--- src/rtl/fpm_dram_pkg.sv ---
package fpm_dram_pkg;

  typedef enum logic [2:0] {
    SEQ_IDLE,
    SEQ_ASETUP,
    SEQ_ROW,
    SEQ_CSETUP,
    SEQ_COL,
    SEQ_PRECH,
    SEQ_RCAS,
    SEQ_RRAS
  } seq_state_e;

  function automatic int unsigned max_of5(int unsigned a, int unsigned b,
                                          int unsigned c, int unsigned d,
                                          int unsigned e);
    int unsigned m;
    m = a;
    if (b > m) m = b;
    if (c > m) m = c;
    if (d > m) m = d;
    if (e > m) m = e;
    return m;
  endfunction

endpackage

--- src/rtl/fpm_refresh_timer.sv ---
module fpm_refresh_timer #(
  parameter int unsigned INTERVAL = 200
) (
  input  logic clk,
  input  logic rst_n,
  input  logic ack,
  output logic pending
);

  localparam int unsigned CW = $clog2(INTERVAL + 1);

  logic [CW-1:0] cnt_q, cnt_d;
  logic          pend_q, pend_d;
  logic          wrap;

  assign wrap = (cnt_q == CW'(INTERVAL - 1));

  always_comb begin
    cnt_d  = wrap ? '0 : cnt_q + 1'b1;
    pend_d = pend_q;
    if (ack)  pend_d = 1'b0;
    if (wrap) pend_d = 1'b1;
  end

  always_ff @(posedge clk or negedge rst_n) begin
    if (!rst_n) begin
      cnt_q  <= '0;
      pend_q <= 1'b0;
    end else begin
      cnt_q  <= cnt_d;
      pend_q <= pend_d;
    end
  end

  assign pending = pend_q;

  AST_PEND_HELD: assert property (@(posedge clk) disable iff (!rst_n)
    pend_q && !ack |=> pend_q);
  AST_ACK_NEEDS_PEND: assert property (@(posedge clk) disable iff (!rst_n)
    ack |-> pend_q);

endmodule

--- src/rtl/fpm_addr_mux.sv ---
module fpm_addr_mux #(
  parameter int unsigned ROW_W = 11,
  parameter int unsigned COL_W = 10,
  parameter int unsigned PIN_W = 11
) (
  input  logic [ROW_W+COL_W-1:0] addr,
  input  logic                   sel_row,
  input  logic                   sel_col,
  output logic [PIN_W-1:0]       pins
);

  localparam int unsigned ADDR_W = ROW_W + COL_W;

  logic [ROW_W-1:0] row_f;
  logic [COL_W-1:0] col_f;

  assign row_f = addr[ADDR_W-1 -: ROW_W];
  assign col_f = addr[COL_W-1:0];

  always_comb begin
    pins = '0;
    if (sel_row)      pins = PIN_W'(row_f);
    else if (sel_col) pins = PIN_W'(col_f);
  end

endmodule

--- src/rtl/fpm_seq.sv ---
module fpm_seq
  import fpm_dram_pkg::*;
#(
  parameter int unsigned ADDR_W = 21,
  parameter int unsigned DATA_W = 8,
  parameter int unsigned T_RCD  = 2,
  parameter int unsigned T_CASW = 2,
  parameter int unsigned T_RP   = 2,
  parameter int unsigned T_CSR  = 1,
  parameter int unsigned T_RASR = 3
) (
  input  logic              clk,
  input  logic              rst_n,
  input  logic              req_valid,
  input  logic              req_write,
  input  logic [ADDR_W-1:0] req_addr,
  input  logic [DATA_W-1:0] req_wdata,
  input  logic              ref_pending,
  output logic              ref_ack,
  input  logic [DATA_W-1:0] dq_in,
  output logic              ras_n,
  output logic              cas_n,
  output logic              we_n,
  output logic              oe_n,
  output logic              sel_row,
  output logic              sel_col,
  output logic [ADDR_W-1:0] lat_addr,
  output logic [DATA_W-1:0] dq_out,
  output logic              dq_oe,
  output logic              done,
  output logic [DATA_W-1:0] rdata
);

  localparam int unsigned MAXT = max_of5(T_RCD, T_CASW, T_RP, T_CSR, T_RASR);
  localparam int unsigned CW   = $clog2(MAXT + 1);

  seq_state_e        state_q, state_d;
  logic [CW-1:0]     cnt_q, cnt_d;
  logic              wr_q, refr_q, refr_d;
  logic [ADDR_W-1:0] addr_q;
  logic [DATA_W-1:0] wdata_q, rdata_q;
  logic              lat_en, cap_en, host_ph;

  always_comb begin
    state_d = state_q;
    cnt_d   = cnt_q + 1'b1;
    refr_d  = refr_q;
    ref_ack = 1'b0;
    lat_en  = 1'b0;
    unique case (state_q)
      SEQ_IDLE: begin
        cnt_d = '0;
        if (ref_pending) begin
          state_d = SEQ_RCAS;
          ref_ack = 1'b1;
          refr_d  = 1'b1;
        end else if (req_valid) begin
          state_d = SEQ_ASETUP;
          lat_en  = 1'b1;
          refr_d  = 1'b0;
        end
      end
      SEQ_ASETUP: begin
        state_d = SEQ_ROW;
        cnt_d   = '0;
      end
      SEQ_ROW: if (cnt_q == CW'(T_RCD - 1)) begin
        state_d = SEQ_CSETUP;
        cnt_d   = '0;
      end
      SEQ_CSETUP: begin
        state_d = SEQ_COL;
        cnt_d   = '0;
      end
      SEQ_COL: if (cnt_q == CW'(T_CASW - 1)) begin
        state_d = SEQ_PRECH;
        cnt_d   = '0;
      end
      SEQ_PRECH: if (cnt_q == CW'(T_RP - 1)) begin
        state_d = SEQ_IDLE;
        cnt_d   = '0;
      end
      SEQ_RCAS: if (cnt_q == CW'(T_CSR - 1)) begin
        state_d = SEQ_RRAS;
        cnt_d   = '0;
      end
      SEQ_RRAS: if (cnt_q == CW'(T_RASR - 1)) begin
        state_d = SEQ_PRECH;
        cnt_d   = '0;
      end
      default: begin
        state_d = SEQ_IDLE;
        cnt_d   = '0;
      end
    endcase
  end

  assign cap_en = (state_q == SEQ_COL) && (cnt_q == CW'(T_CASW - 1)) && !wr_q;

  always_ff @(posedge clk or negedge rst_n) begin
    if (!rst_n) begin
      state_q <= SEQ_IDLE;
      cnt_q   <= '0;
      refr_q  <= 1'b0;
    end else begin
      state_q <= state_d;
      cnt_q   <= cnt_d;
      refr_q  <= refr_d;
    end
  end

  always_ff @(posedge clk or negedge rst_n) begin
    if (!rst_n) begin
      wr_q    <= 1'b0;
      addr_q  <= '0;
      wdata_q <= '0;
    end else if (lat_en) begin
      wr_q    <= req_write;
      addr_q  <= req_addr;
      wdata_q <= req_wdata;
    end
  end

  always_ff @(posedge clk or negedge rst_n) begin
    if (!rst_n)      rdata_q <= '0;
    else if (cap_en) rdata_q <= dq_in;
  end

  assign host_ph = state_q inside {SEQ_ASETUP, SEQ_ROW, SEQ_CSETUP, SEQ_COL};

  assign ras_n    = !(state_q inside {SEQ_ROW, SEQ_CSETUP, SEQ_COL, SEQ_RRAS});
  assign cas_n    = !(state_q inside {SEQ_COL, SEQ_RCAS, SEQ_RRAS});
  assign we_n     = !(wr_q && host_ph);
  assign oe_n     = !(!wr_q && state_q == SEQ_COL);
  assign sel_row  = state_q inside {SEQ_ASETUP, SEQ_ROW};
  assign sel_col  = state_q inside {SEQ_CSETUP, SEQ_COL};
  assign done     = (state_q == SEQ_PRECH) && (cnt_q == '0) && !refr_q;
  assign dq_oe    = wr_q && ((state_q inside {SEQ_CSETUP, SEQ_COL}) || done);
  assign lat_addr = addr_q;
  assign dq_out   = wdata_q;
  assign rdata    = rdata_q;

  AST_WE_SETTLED_AT_CAS: assert property (@(posedge clk) disable iff (!rst_n)
    $fell(cas_n) && !ras_n |-> $stable(we_n));
  AST_OE_READ_WINDOW: assert property (@(posedge clk) disable iff (!rst_n)
    !oe_n |-> (!ras_n && !cas_n && we_n));
  AST_BUS_OFF_ON_READ: assert property (@(posedge clk) disable iff (!rst_n)
    dq_oe |-> oe_n);
  AST_DONE_SINGLE: assert property (@(posedge clk) disable iff (!rst_n)
    done |=> !done);
  AST_DONE_AT_RAS_RISE: assert property (@(posedge clk) disable iff (!rst_n)
    done |-> $rose(ras_n));
  AST_CBR_ORDER: assert property (@(posedge clk) disable iff (!rst_n)
    $fell(ras_n) && !cas_n |-> $past(!cas_n));

endmodule

--- src/rtl/fpm_dram_ctrl.sv ---
module fpm_dram_ctrl #(
  parameter int unsigned ROW_BITS  = 11,
  parameter int unsigned COL_BITS  = 10,
  parameter int unsigned DATA_W    = 8,
  parameter int unsigned T_RCD     = 2,
  parameter int unsigned T_CASW    = 2,
  parameter int unsigned T_RP      = 2,
  parameter int unsigned T_CSR     = 1,
  parameter int unsigned T_RASR    = 3,
  parameter int unsigned T_REF_INT = 200,
  localparam int unsigned ADDR_W   = ROW_BITS + COL_BITS,
  localparam int unsigned PIN_W    = (ROW_BITS > COL_BITS) ? ROW_BITS : COL_BITS
) (
  input  logic              clk,
  input  logic              rst_n,
  input  logic              host_valid,
  input  logic              host_write,
  input  logic [ADDR_W-1:0] host_addr,
  input  logic [DATA_W-1:0] host_wdata,
  output logic              host_done,
  output logic [DATA_W-1:0] host_rdata,
  output logic              dram_ras_n,
  output logic              dram_cas_n,
  output logic              dram_we_n,
  output logic              dram_oe_n,
  output logic [PIN_W-1:0]  dram_a,
  input  logic [DATA_W-1:0] dq_in,
  output logic [DATA_W-1:0] dq_out,
  output logic              dq_oe
);

  logic [1:0]        sync_q;
  logic              rst_int_n;
  logic              ref_pending, ref_ack;
  logic              sel_row, sel_col;
  logic [ADDR_W-1:0] lat_addr;

  always_ff @(posedge clk or negedge rst_n) begin
    if (!rst_n) sync_q <= 2'b00;
    else        sync_q <= {sync_q[0], 1'b1};
  end
  assign rst_int_n = sync_q[1];

  fpm_refresh_timer #(.INTERVAL(T_REF_INT)) u_timer (
    .clk     (clk),
    .rst_n   (rst_int_n),
    .ack     (ref_ack),
    .pending (ref_pending)
  );

  fpm_seq #(
    .ADDR_W (ADDR_W),
    .DATA_W (DATA_W),
    .T_RCD  (T_RCD),
    .T_CASW (T_CASW),
    .T_RP   (T_RP),
    .T_CSR  (T_CSR),
    .T_RASR (T_RASR)
  ) u_seq (
    .clk         (clk),
    .rst_n       (rst_int_n),
    .req_valid   (host_valid),
    .req_write   (host_write),
    .req_addr    (host_addr),
    .req_wdata   (host_wdata),
    .ref_pending (ref_pending),
    .ref_ack     (ref_ack),
    .dq_in       (dq_in),
    .ras_n       (dram_ras_n),
    .cas_n       (dram_cas_n),
    .we_n        (dram_we_n),
    .oe_n        (dram_oe_n),
    .sel_row     (sel_row),
    .sel_col     (sel_col),
    .lat_addr    (lat_addr),
    .dq_out      (dq_out),
    .dq_oe       (dq_oe),
    .done        (host_done),
    .rdata       (host_rdata)
  );

  fpm_addr_mux #(
    .ROW_W (ROW_BITS),
    .COL_W (COL_BITS),
    .PIN_W (PIN_W)
  ) u_amux (
    .addr    (lat_addr),
    .sel_row (sel_row),
    .sel_col (sel_col),
    .pins    (dram_a)
  );

  AST_ROW_STABLE_AT_RAS: assert property (@(posedge clk) disable iff (!rst_int_n)
    $fell(dram_ras_n) && dram_cas_n |-> $stable(dram_a));
  AST_COL_STABLE_AT_CAS: assert property (@(posedge clk) disable iff (!rst_int_n)
    $fell(dram_cas_n) && !dram_ras_n |-> $stable(dram_a));

endmodule

--- config.mk ---
export PLATFORM = sky130hd
export DESIGN_NAME = fpm_dram_ctrl
export DESIGN_NICKNAME = d
export VERILOG_FILES = /design/src/rtl/fpm_dram_pkg.sv /design/src/rtl/fpm_refresh_timer.sv /design/src/rtl/fpm_addr_mux.sv /design/src/rtl/fpm_seq.sv /design/src/rtl/fpm_dram_ctrl.sv
export SDC_FILE = /design/constraint.sdc
export NUM_CORES = 1
export LEC_CHECK = 0
export BUFFER_PORTS_ARGS = -buffer_cell sky130_fd_sc_hd__buf_4
export CAP_MARGIN = 20
export CELL_PAD_IN_SITES_DETAIL_PLACEMENT = 0
export CELL_PAD_IN_SITES_GLOBAL_PLACEMENT = 1
export CORE_AREA = 2 2 89 91
export CTS_BUF_LIST = sky130_fd_sc_hd__clkbuf_2 sky130_fd_sc_hd__clkbuf_4 sky130_fd_sc_hd__clkbuf_8
export CTS_CLUSTER_DIAMETER = 50
export CTS_CLUSTER_SIZE = 10
export DETAILED_ROUTE_END_ITERATION = 10
export DIE_AREA = 0 0 91 93
export PLACE_DENSITY_LB_ADDON = 0.3
export SYNTH_ARGS = -nofsm -noshare
export SYNTH_HDL_FRONTEND = slang
export SYNTH_HIERARCHICAL = 1
export SYNTH_SLANG_ARGS = --single-unit
export TNS_END_PERCENT = 100
--- constraint.sdc ---
create_clock -name clk -period 2.1 [get_ports clk]
set_input_delay 0.315 -clock clk [delete_from_list [all_inputs] [get_ports clk]]
set_output_delay 0.315 -clock clk [all_outputs]
set_load 0.01 [all_outputs]
==> results.md <==
- Critical Path, Cell by Cell: or3b_4 > o21ai_2 > nor2b_4 > buf_6 > a22o_1 > buf_4
- Post-synth EDFFs: 0
- Post-synthesis share of cell area spent on xor and xnor gates: 0.01724
- Setup repair after global routing missed its margin: yes
- Total chip power: 0.003969 W
- Simple-gate area share of the yosys netlist: 0.09655
- Multiplexer area fraction after synthesis: 0.1887
- Maximum clock rate: 472.2 MHz
- Biggest area contributors in the synthesized netlist: sky130_fd_sc_hd__dfrtp_1 54%, sky130_fd_sc_hd__mux2_2 14%, sky130_fd_sc_hd__mux2_4 4.7%, sky130_fd_sc_hd__ha_1 3.0%, sky130_fd_sc_hd__a22o_1 2.8%
- Number of nets in the finished design: 331
- Number of DRC markers in iteration 0: 76
- Chip Width: 91 um
- CP arrival: 1800 ps
- Worst Setup Slack, final: -17.93 ps
- Number of ports placed on the die boundary: 74
- CP Class: register to output pin
- Async set-reset flop share out of synthesis: 1.000
- FF/Latch Area: 0.001379 mm^2
- Number of maximum-capacitance constraint violations: 0
- Clock transition at the registers of the reported paths: 100 ps
- CTS tree: built
- Cell area after layout: 0.003415 mm^2
- Utilization after layout: 0.4536
- Placer congestion estimate: 0.7231
- Compound-cell area share of the yosys netlist: 0.09310
- Area growth, synth to finish: 34.43%
- DRC viols: 0
- Filler-free cell count of the finished design: 387
- IO buf count: 73
- Global-route wire length before repair: 8832 um
- Worst-case vdd ir drop: 344.4 uV
- Critical path launch point: u_seq/state_q[1]$_DFFE_PN0P_
- Post-synthesis adder-cell area fraction: 0.02956
- Failing checks: negative setup slack
- Clock latency at the later pin of the worst-skew pair: 310 ps
- Number of cells in the design after placement: 375
- Gr ovfl total: 0
- Largest family of logic cells by synthesized area: multiplexers
- Endpoint required time on the critical path: 1780 ps
- Most frequent cells in the layout: 83 x sky130_fd_sc_hd__buf_4, 53 x sky130_fd_sc_hd__dfrtp_1, 31 x sky130_fd_sc_hd__mux2_2, 13 x sky130_fd_sc_hd__nand2_1
- CTS Buf Count: 5
- Fraction of final layout cells sized beyond drive strength 1: 0.5018
- Final cycle utilization of the critical path: 1.009
- Initial core utilization: 0.3374
- Maximum number of pins on one net before global-route repair: 32
- Family with the most delay on the worst path: simple AND/OR/NAND/NOR gates
- Number of library cell types mapped by synthesis: 44
- Fin crit period: 2118 ps
- Number of global-route vias before repair: 1810
- Count of clock tree sinks: 55
- Sequential cell area fraction in the yosys report: 0.5419
- HPWL after DPL: 3757 um
- Min-Delay Path Class: primary input to register
- Number of antenna violations at the first check in global routing: 0
- Standard-cell rows: 32
- Post-synthesis sequential element count: 55
- H-tree lvl count: 2
- Cell with the biggest individual delay on the critical path: sky130_fd_sc_hd__dfrtp_2
- Synthesis Warnings: 6
- Filler Cells Inserted: 728
- Average cell area after synthesis: 12.57 um^2
- Most common flop cell mapped by yosys: sky130_fd_sc_hd__dfrtp_1
- Worst-Margin Slew: 526.0 ps
- First drt pass iteration count: 4
- Cell area reported after detailed placement: 0.003227 mm^2
- DIE AREA: 0.008463 mm^2
- Cell at the root of the clock tree: sky130_fd_sc_hd__clkbuf_8
- Portion of synthesized cell area occupied by the leading cell type: 0.5419
- Power Dens Cells: 1162 mW/mm^2
- Origin of the critical flop-to-flop path: u_seq/cnt_q[1]$_DFF_PN0_
- Peak per-stage delay on the critical path: 450 ps
- Via-per-instance ratio: 4.698
- Vias post-DR: 1818
- Hold Fails Final Rpt: 0
- Min-Delay Startpoint: dq_in[1]
- Cell area after synthesis: 0.002540 mm^2
- Maximum root-to-sink buffer count: 2
- Area inside the core boundary: 0.007527 mm^2
- Final count of negative-setup-slack endpoints: 3
- Number of antenna-violating nets in the routed design: 0
- Synthesized instance count: 202
- Net count after synthesis: 249
- Worst slew margin relative to its limit: 0.6493
- Highest fanout seen on the critical path: 8
- Critical Path Sink Type: output pin
- Total global routing track utilization: 0.1303
- Height of the die: 93 um
- Leading cell type in the layout, fill and taps excluded: sky130_fd_sc_hd__buf_4
- Status: finished, violations left
- Cell taking the most area after synthesis: sky130_fd_sc_hd__dfrtp_1
- Leakage dissipation: 1.698 nW
- DRT Wirelength: 5262 um
- CP startpoint kind: register
- Footprint of the multi-input gates: 0.001131 mm^2
- Max-slew violations: 0
- Skew final: 4.451 ps
- Number of antenna repair diodes: 0
- Crit path buffers/inverters: 2
- Mean routed wirelength per cell: 13.60 um
- Final Hold Slack: 230.5 ps
cell families after synthesis:
family / count (synthesis)
other: 1
AOI/OAI and AO/OA: 35
xor gates and xnor gates: 5
buffers and inverters: 17
muxes: 40
and+or+nand+nor: 43
DFF: 55
adders and majority gates: 6
power breakdown:
part	internal (W)	leakage (nW)	switching, W
combinational	0.000966	0.958	0.000742
clock	0.000270	0.0474	0.000351
sequential	0.00142	0.693	0.000222
worst paths after layout:
check,endpoint,slack (ps),depth (start not counted)
max in group asynchronous,u_seq/lat_addr[3]$_DFFE_PN0P_,1230,1
worst min register to register,u_seq/state_q[0]$_DFFE_PN0P_,250,0
worst min-delay path,u_seq/rdata[1]$_DFFE_PN0P_,230,2
worst max register to register,u_seq/rdata[7]$_DFFE_PN0P_,220,5
worst max-delay path,dram_a[0],-20,6
min in group asynchronous,u_seq/state_q[0]$_DFFE_PN0P_,250,0
per-stage QoR:
step / setup TNS (ps) / setup slack, ps
3_3_place_gp: 0 / 215.0
6_report: -25.34 / -17.93
2_1_floorplan: 0 / 268.7
5_1_grt: -711.7 / -102.8
3_5_place_dp: 0 / 218.6
4_1_cts: -82.76 / -29.11
cell usage after synthesis, drive strengths merged (2+ instances only):
cell / count
a21oi: 9
ha: 6
inv: 6
mux2: 39
nor2b: 4
buf: 5
a22o: 8
nand2: 13
nor3: 3
xnor2: 3
dfrtp: 55
nand2b: 3
clkbuf: 6
o21a: 2
nand3b: 2
nand3: 2
o21ai: 8
xor2: 2
nor2: 3
and2: 4
final cells by class:
type / count / area share
Multi-Input combinational cell: 130 / 0.3313
Sequential cell: 55 / 0.4038
Inverter: 6 / 0.006596
Clock inverter: 2 / 0.004764
Tap cell: 102 / 0.03738
Timing Repair Buffer: 86 / 0.1920
Clock buffer: 6 / 0.02418
sequential cells by signal, indices dropped and copies added, names as in the netlist, named ones only:
| name | count |
|---|---|
| u_seq/lat_addr | 21 |
| u_seq/dq_out | 8 |
| u_seq/rdata | 8 |
| u_timer/cnt_q | 8 |
| sync_q | 2 |
| u_seq/cnt_q | 2 |
| u_seq/state_q | 2 |
| u_seq/refr_q | 1 |
| u_seq/wr_q | 1 |
| u_timer/pending | 1 |
layer usage:
metal	vias up	global-route usage	wire, um
met5	-	0	0
met4	0	0.03788	63
met3	5	0.03626	334
met2	54	0.1969	2359
met1	885	0.1831	2504
li1	874	-	-
repair_timing:
action                                 4_1_cts  5_1_grt
pin swaps                                    2        3
hold buffers                                 1        0
gates cloned                                 1        0
buffers inserted                             1        1
gates resized for setup                     13        5
setup endpoints to repair                   12       12
endpoints found under the hold margin        2        0
Power figures use the tool's default switching activity.
